===== config.mk =====
export PLATFORM = sky130hd
export DESIGN_NAME = pic_cmd_decoder
export DESIGN_NICKNAME = d
export VERILOG_FILES = /design/src/rtl/pic_cmd_decoder.sv
export SDC_FILE = /design/constraint.sdc
export NUM_CORES = 1
export LEC_CHECK = 0
export ABC_AREA = 0
export BUFFER_PORTS_ARGS = -buffer_cell sky130_fd_sc_hd__buf_2
export CAP_MARGIN = 30
export CORE_UTILIZATION = 30
export CTS_CLUSTER_SIZE = 20
export DETAILED_ROUTE_END_ITERATION = 10
export GPL_TIMING_DRIVEN = 0
export PLACE_DENSITY_LB_ADDON = 0.25
export SETUP_SLACK_MARGIN = 0.2
export SLEW_MARGIN = 0
export SYNTH_ARGS = -nofsm -noshare
export SYNTH_HDL_FRONTEND = slang
export SYNTH_SLANG_ARGS = --single-unit

===== constraint.sdc =====
create_clock -name clk -period 5.1 [get_ports clk]
set_input_delay 1.275 -clock clk [delete_from_list [all_inputs] [get_ports clk]]
set_output_delay 1.275 -clock clk [all_outputs]
set_load 0.02 [all_outputs]

===== src/rtl/pic_cmd_decoder.sv =====
module pic_cmd_decoder #(
  parameter int LINES = 8,
  localparam int LW = $clog2(LINES)
) (
  input  logic             clk,
  input  logic             rst_n,
  input  logic             addr,
  input  logic             wr_en,
  input  logic             rd_en,
  input  logic [7:0]       wdata,
  output logic [7:0]       rdata,
  input  logic [LINES-1:0] irr_in,
  input  logic [LINES-1:0] isr_in,
  input  logic             svc_valid,
  input  logic [LW-1:0]    svc_line,
  input  logic             poll_valid,
  input  logic [LW-1:0]    poll_line,
  output logic [LINES-1:0] isr_clr,
  output logic [LINES-1:0] irr_clr,
  output logic [LINES-1:0] mask,
  output logic [7:0]       vec_base,
  output logic [LW-1:0]    rot_ofs,
  output logic             sfnm,
  output logic             aeoi,
  output logic             rot_aeoi,
  output logic             spec_mask,
  output logic             poll_mode
);
  typedef enum logic [1:0] {ST_RUN, ST_BASE, ST_SKIP, ST_MODE} step_t;
  localparam logic [7:0] BASE_KEEP = 8'hFF << LW;

  step_t step;
  logic  need_mode, rd_sel;

  logic       wr0, wr1, start_w, ctrl_w, cmd_w;
  logic [2:0] cmd;
  logic       eoi_ns, eoi_sp, poll_hit;

  assign wr0     = wr_en & ~addr;
  assign wr1     = wr_en & addr;
  assign start_w = wr0 & wdata[4];
  assign ctrl_w  = wr0 & ~wdata[4] & wdata[3];
  assign cmd_w   = wr0 & ~wdata[4] & ~wdata[3];
  assign cmd     = wdata[7:5];

  assign eoi_ns   = cmd_w & (cmd == 3'd1 || cmd == 3'd5) & svc_valid;
  assign eoi_sp   = cmd_w & (cmd == 3'd3 || cmd == 3'd7);
  assign poll_hit = rd_en & poll_mode & poll_valid;

  always_comb begin
    isr_clr = '0;
    irr_clr = '0;
    if (eoi_ns)
      isr_clr[svc_line] = 1'b1;
    else if (eoi_sp)
      isr_clr[wdata[LW-1:0]] = 1'b1;
    else if (poll_hit) begin
      isr_clr[poll_line] = 1'b1;
      irr_clr[poll_line] = 1'b1;
    end
  end

  always_comb begin
    rdata = '0;
    if (rd_en) begin
      if (poll_mode)
        rdata = poll_valid ? 8'(poll_line) : 8'd7;
      else if (addr)
        rdata = 8'(mask);
      else
        rdata = rd_sel ? 8'(isr_in) : 8'(irr_in);
    end
  end

  always_ff @(posedge clk) begin
    if (!rst_n) begin
      step      <= ST_RUN;
      need_mode <= 1'b0;
      rd_sel    <= 1'b0;
      mask      <= '0;
      vec_base  <= '0;
      rot_ofs   <= '0;
      sfnm      <= 1'b0;
      aeoi      <= 1'b0;
      rot_aeoi  <= 1'b0;
      spec_mask <= 1'b0;
      poll_mode <= 1'b0;
    end else begin
      if (rd_en && poll_mode)
        poll_mode <= 1'b0;
      if (start_w) begin
        need_mode <= wdata[0];
        mask      <= '0;
        rot_ofs   <= '0;
        spec_mask <= 1'b0;
        rd_sel    <= 1'b0;
        if (!wdata[0]) begin
          sfnm <= 1'b0;
          aeoi <= 1'b0;
        end
        step <= ST_BASE;
      end else if (ctrl_w) begin
        if (wdata[2]) poll_mode <= 1'b1;
        if (wdata[1]) rd_sel    <= wdata[0];
        if (wdata[6]) spec_mask <= wdata[5];
      end else if (cmd_w) begin
        case (cmd)
          3'd0, 3'd4: rot_aeoi <= wdata[7];
          3'd5: if (svc_valid) rot_ofs <= svc_line + 1'b1;
          3'd6, 3'd7: rot_ofs <= wdata[LW-1:0] + 1'b1;
          default: ;
        endcase
      end else if (wr1) begin
        case (step)
          ST_RUN:  mask <= wdata[LINES-1:0];
          ST_BASE: begin
            vec_base <= wdata & BASE_KEEP;
            step     <= ST_SKIP;
          end
          ST_SKIP: step <= need_mode ? ST_MODE : ST_RUN;
          default: begin
            sfnm <= wdata[4];
            aeoi <= wdata[1];
            step <= ST_RUN;
          end
        endcase
      end
    end
  end
endmodule


==> impl_metrics.csv, run 1 <==
group,metric,value,unit
logic_synthesis,ys_seq_area_frac,0.279,
flow_run,maxCapViolCount,0,
hold_path,hp-start,"sfnm",
logic_synthesis,yosys-top-cells-count,"nor2_1, dfxtp_1, mux2i_1",
cells_and_area,regArea,500,um^2
cells_and_area,final_nets,351,
cells_and_area,fillers,587,
drt,drt_iter0_drc,105,
logic_synthesis,synth_compound_area_frac,0.193,
drt,route.detailed.drc,0,
timing,relSlewSlack,0.464,
placement,io_buffers,77,
cells_and_area,synthToLayoutAreaGrowth,29.6,%
global_routing,track_usage,0.160,
floorplanning,rows,27,
setup_path,critPathLaunchType,"primary input",
clocking,htreeDepth,1,
placement,place.gp.congestion,0.811,
cells_and_area,final_area,2330,um^2
setup_path,crit_path_end_kind,"output port",
hold_path,min_path_cells,2,
power_and_ir_drop,power_density,180,nW/um^2
timing,rsz0062_at_grt,"no",
power_and_ir_drop,ir_drop,0.0000956,V
run_status,status,"complete, no violations",
drt,avgRoutedWirePerCell,13.2,um
clocking,cts_buffers,3,
timing,finalWorstSetupSlack,0.807,ns
logic_synthesis,netlist.area_leader.share,0.279,
setup_path,crit_required,3.83,ns
global_routing,antenna_found_initial,0,
logic_synthesis,syn_area,1790,um^2
logic_synthesis,ys_types,43,
hold_path,min_path_type,"register to register",
logic_synthesis,synth_mux_area_frac,0.118,
clocking,post_cts_resized,0,
cells_and_area,layout-drive-gt1-share,0.318,
global_routing,grt.overflow.total,0,
logic_synthesis,async_flop_share,0,
placement,postPlaceCellArea,2280,um^2
logic_synthesis,synth_top_area_cell,"dfxtp_1",
timing,fin_skew,0.00683,ns
timing,setup_tns,0,ns
clocking,clock-root-buffer,"clkbuf_8",
cells_and_area,n_antenna_cell,0,
floorplanning,coreArea,5640,um^2
timing,finalCriticalPeriod,4.29,ns
clocking,cts_tree,"yes",
clocking,clk-insertion-delay-late,0.26,ns
timing,holdWs,0.484,ns
timing,timing_max_transition_violations_final,0,
clocking,clock_path_buffers,2,
placement,dpl.hpwl,4030,um
floorplanning,die_x,79.3,um
timing,timing.final.crit_share,0.842,
clocking,path_clk_slew,0.09,ns
logic_synthesis,ys_ff_latch,25,
logic_synthesis,synth_warnings,0,
logic_synthesis,synth_fa_ha_area_frac,0.0349,
logic_synthesis,ys_top_cells_by_area,"dfxtp_1, mux2i_1, nor2_1",
global_routing,grt_max_degree,16,
setup_path,cp_max_fo,10,
logic_synthesis,synth-simple-area-share,0.306,
logic_synthesis,synth_edf_count,0,
timing,setup_viol,0,
floorplanning,die-area,6290,um^2
floorplanning,start_util,0.318,
global_routing,grt_pass1_vias,1723,
setup_path,reg2reg_slack,3.46,ns
logic_synthesis,ys.flop_type,"dfxtp_1",
drt,routed_wl,5020,um
logic_synthesis,syn_avg_cell_area,7.97,um^2
logic_synthesis,synth_top_family_by_area,"simple AND/OR/NAND/NOR gates",
clocking,hold_buffers,0,
timing,fmaxAchievable,233,MHz
setup_path,r2r_cells,6,
setup_path,cp.arrival,3.02,ns
timing,hold_viol_final,0,
floorplanning,die_h,79.3,um
floorplanning,io_pins,85,
timing,worstMarginPinSlew,0.794,ns
clocking,cts.sinks,25,
hold_path,min_to,"sfnm",
logic_synthesis,synthXorXnorAreaFrac,0,
placement,post-place-ws,0.815,ns
clocking,cts_setup_buffers,0,
setup_path,r2r-end,"mask[5]",
drt,viasPerCell,4.86,
drt,vias,1847,
drt,detail-route-antenna-nets,0,
global_routing,grt_pass1_wl,8110,um
setup_path,worstReg2RegStart,"step[1]",
setup_path,critical_path_class,"primary input to output port",
cells_and_area,multiInputGateArea,1180,um^2
logic_synthesis,netlist_instances,225,
drt,first_pass_iters,4,
power_and_ir_drop,p_leak,1.09,nW
logic_synthesis,synth.most_common_cell,"nor2_1",
==> per-stage QoR <==
stage,util,std cells,total power [mW]
CTS,0.412,380,0.423
global route,0.412,380,0.440
global placement,0.404,376,0.305
floorplan,-,227,0.267
finish,0.412,380,0.418
detailed placement,0.404,376,0.305
==> worst max-delay path, cell delays in order <==
cell and delay (ns):
buf_2 0.15, or4b_4 0.59, buf_6 0.18, o2111ai_2 0.21, nor3_1 0.11, a311o_1 0.33
buf_2 0.16
==> per-layer routing <==
| layer | track usage | up-vias | share of wire |
|---|---|---|---|
| met4 | 0.0382 | 0 | 0.012 |
| li1 | - | 961 | - |
| met5 | 0 | - | 0 |
| met2 | 0.268 | 58 | 0.45 |
| met3 | 0.0207 | 8 | 0.056 |
| met1 | 0.216 | 820 | 0.49 |
==> state kept, by name, summed over array words and instances, names as in the netlist <==
name and cells:
sfnm 1, vec_base 5, rot_aeoi 1, rot_ofs 3
step 2, poll_mode 1, rd_sel 1, spec_mask 1
need_mode 1, mask 8, aeoi 1
==> cells by family (layout without fill, tap and decap cells) <==
family,after synthesis,count (layout)
buf+inv,24,105
other cells,1,3
fa+ha+maj,5,5
flops,25,25
simple gates,105,105
mux,21,21
compound gates,44,44
==> power breakdown <==
part	total [mW]	internal, mW	leakage (nW)	switching, mW
Clock	0.118	0.0552	0.0217	0.0623
Combinational	0.0978	0.0373	0.864	0.0605
Sequential	0.203	0.200	0.202	0.00331
==> final cells by class <==
type | count | share of cell area
plain buffers | 16 | 0.0387
clock inverters | 1 | 0.00323
repair buffers | 77 | 0.166
flip-flops and latches | 25 | 0.215
clock buffers | 3 | 0.0178
multi-input cells | 178 | 0.508
well taps | 72 | 0.0387
inverters | 8 | 0.0129
==> cell usage in the layout (no fill, tap or decap), drive strengths merged, types with 7 or more instances in the layout <==
cell type	n
inv	8
nor2b	11
clkbuf	10
dfxtp	25
a21oi	17
nor3	9
buf	86
nand2	19
nor2	37
mux2i	20
o21ai	7
==> worst max-delay path by stage <==
stage	from	to	slack [ns]
after global routing	wdata[4]	isr_clr[6]	0.75
after detailed placement	wdata[4]	isr_clr[7]	0.81
after global placement	wdata[4]	isr_clr[6]	0.82
final	wdata[4]	isr_clr[6]	0.81
after floorplan	wr_en	isr_clr[5]	0.83
after CTS	wdata[4]	isr_clr[7]	0.81
Note: power is estimated with default switching activity, not from simulation.
==> inputs of run 2 (changes only) <==
- clock period: 5.1 -> 3.5 ns (I/O delays scaled with it)
==> run 2 against run 1 <==
Against the previous run: worst hold slack got worse by 0.012 ns; total power rose by 50%; wire length rose by 6.3%; sequential share of layout area fell by 1.8 points; utilization rose by 3.7 points; clock skew rose by 0.0056 ns; register-to-register slack got worse by 1.6 ns; critical path depth did not move; clock-buffer cell count did not move; die area did not move; largest power group unchanged.
==> impl_metrics.csv, run 2 (synthesized netlist as in run 1, its figures left out) <==
group,metric,value,unit
setup_path,path_cells,"buf_8 -> or4b_4 -> o311ai_4 -> buf_4 -> nor3_2 -> a311o_1 -> buf_6",
power_and_ir_drop,p_leak,1.14,nW
setup_path,reg2reg_slack,1.87,ns
global_routing,grt_pass1_wl,8340,um
timing,finalWorstSetupSlack,0.0129,ns
hold_path,min_path_type,"register to register",
floorplanning,io_pins,85,
flow_run,maxCapViolCount,0,
floorplanning,die-area,6290,um^2
timing,setup_viol,0,
setup_path,crit_required,2.62,ns
setup_path,critPathLaunchType,"primary input",
clocking,cts_tree,"yes",
setup_path,r2r-end,"mask[4]",
cells_and_area,layout_common_cells,"buf_2, nor2_1, dfxtp_1, mux2i_1, nand2_1",
setup_path,critical_path_class,"primary input to output port",
timing,relSlewSlack,0.504,
cells_and_area,largestRegisters,"mask (8), vec_base (5), rot_ofs (3)",
timing,rsz0062_at_grt,"yes",
placement,postPlaceCellArea,2310,um^2
clocking,cts.sinks,25,
placement,post-place-ws,-0.0381,ns
cells_and_area,layout_commonest_cell,"buf_2",
setup_path,crit_path_end_kind,"output port",
global_routing,grt_max_degree,16,
setup_path,cpPeakStageDelay,0.59,ns
floorplanning,die_h,79.3,um
drt,route.detailed.drc,0,
cells_and_area,synthToLayoutAreaGrowth,41.1,%
clocking,clock_path_buffers,2,
power_and_ir_drop,ir_drop,0.000130,V
drt,drt_iter0_drc,49,
placement,dp_cells,376,
timing,fmaxAchievable,287,MHz
placement,io_buffers,77,
floorplanning,coreArea,5640,um^2
drt,first_pass_iters,5,
cells_and_area,layout-drive-gt1-share,0.383,
power_and_ir_drop,power_density,248,nW/um^2
clocking,clk-insertion-delay-late,0.28,ns
cells_and_area,largest_reg_flops,8,
placement,dpl.hpwl,4070,um
global_routing,track_usage,0.169,
timing,timing_max_transition_violations_final,0,
setup_path,cp.arrival,2.61,ns
global_routing,grt_pass1_vias,1763,
setup_path,r2r_cells,6,
clocking,clock-root-buffer,"clkbuf_8",
clocking,path_clk_slew,0.08,ns
timing,holdWs,0.472,ns
setup_path,worstSetupStartpoint,"wdata[3]",
timing,fin_skew,0.0124,ns
setup_path,worstReg2RegStart,"step[0]",
cells_and_area,final_nets,359,
placement,place.gp.congestion,0.787,
drt,routed_wl,5330,um
setup_path,critPathCapture,"isr_clr[6]",
drt,vias,1933,
run_status,status,"complete, no violations",
global_routing,antenna_found_initial,0,
cells_and_area,n_antenna_cell,0,
floorplanning,die_x,79.3,um
floorplanning,rows,27,
drt,viasPerCell,4.98,
cells_and_area,final_area,2530,um^2
timing,finalCriticalPeriod,3.49,ns
clocking,cts_buffers,3,
global_routing,grt.overflow.total,0,
setup_path,cp_max_fo,4,
clocking,htreeDepth,1,
setup_path,crit_slowest_cell,"or4b_4",
timing,timing.final.crit_share,0.996,
drt,detail-route-antenna-nets,0,
floorplanning,start_util,0.318,
timing,worstMarginPinSlew,0.734,ns
timing,hold_viol_final,0,
cells_and_area,largest-register,"mask",
cells_and_area,final-instance-count-excl-fill,388,
drt,avgRoutedWirePerCell,13.7,um
## run 2: what timing repair did
| item | CTS | global route |
|---|---|---|
| pin swaps | 9 | 10 |
| hold buffers | 0 | 0 |
| resized for setup | 23 | 11 |
| buffers inserted | 6 | 2 |
| setup endpoints to repair | 8 | 9 |
## run 2: power by group
part           switching (mW)  internal (mW)
clock network          0.0985         0.0808
logic                  0.0931         0.0610
registers             0.00467          0.291
## run 2: worst max-delay path: cells and delay by family
kind,cells,cell delay [ns]
buffers and inverters,3,0.43
AO/OA/AOI/OAI,2,0.66
AND/OR/NAND/NOR,2,0.64
## run 2: routing by layer
| metal | global-route usage | vias to the layer above | wire length (um) |
|---|---|---|---|
| met3 | 0.0310 | 9 | 332 |
| met4 | 0.0564 | 0 | 87 |
| met1 | 0.224 | 886 | 2440 |
| met2 | 0.273 | 65 | 2480 |
| li1 | - | 973 | - |
| met5 | 0 | - | 0 |
## run 2: area by class of cell
| class | count | area, um^2 |
|---|---|---|
| timing repair buffer | 85 | 509 |
| fill | 577 | 3110 |
| inverter | 8 | 30.0 |
| tap | 72 | 90.1 |
| clock inverter | 1 | 7.51 |
| sequential | 25 | 500 |
| clock buffer | 3 | 41.3 |
| buffer | 16 | 104 |
| multi-input combinational | 178 | 1250 |
## run 2: how the worst min path moves through the flow
stage                from    endpoint  slack, ns  cells past startpoint
5_1_grt         spec_mask   spec_mask       0.50                      2
6_report       rot_ofs[2]  rot_ofs[2]       0.47                      2
4_1_cts         spec_mask   spec_mask       0.47                      2
3_5_place_dp         sfnm        sfnm       0.46                      2
3_3_place_gp   rot_ofs[2]  rot_ofs[2]       0.45                      2
2_1_floorplan   need_mode   need_mode       0.47                      2
## run 2: per-stage QoR
step            util  setup TNS [ns]  power, mW
5_1_grt        0.449         -0.0184      0.661
3_5_place_dp   0.409         -0.0381      0.447
3_3_place_gp   0.409         -0.0226      0.446
4_1_cts        0.440               0      0.630
6_report       0.449               0      0.629
2_1_floorplan      -               0      0.389
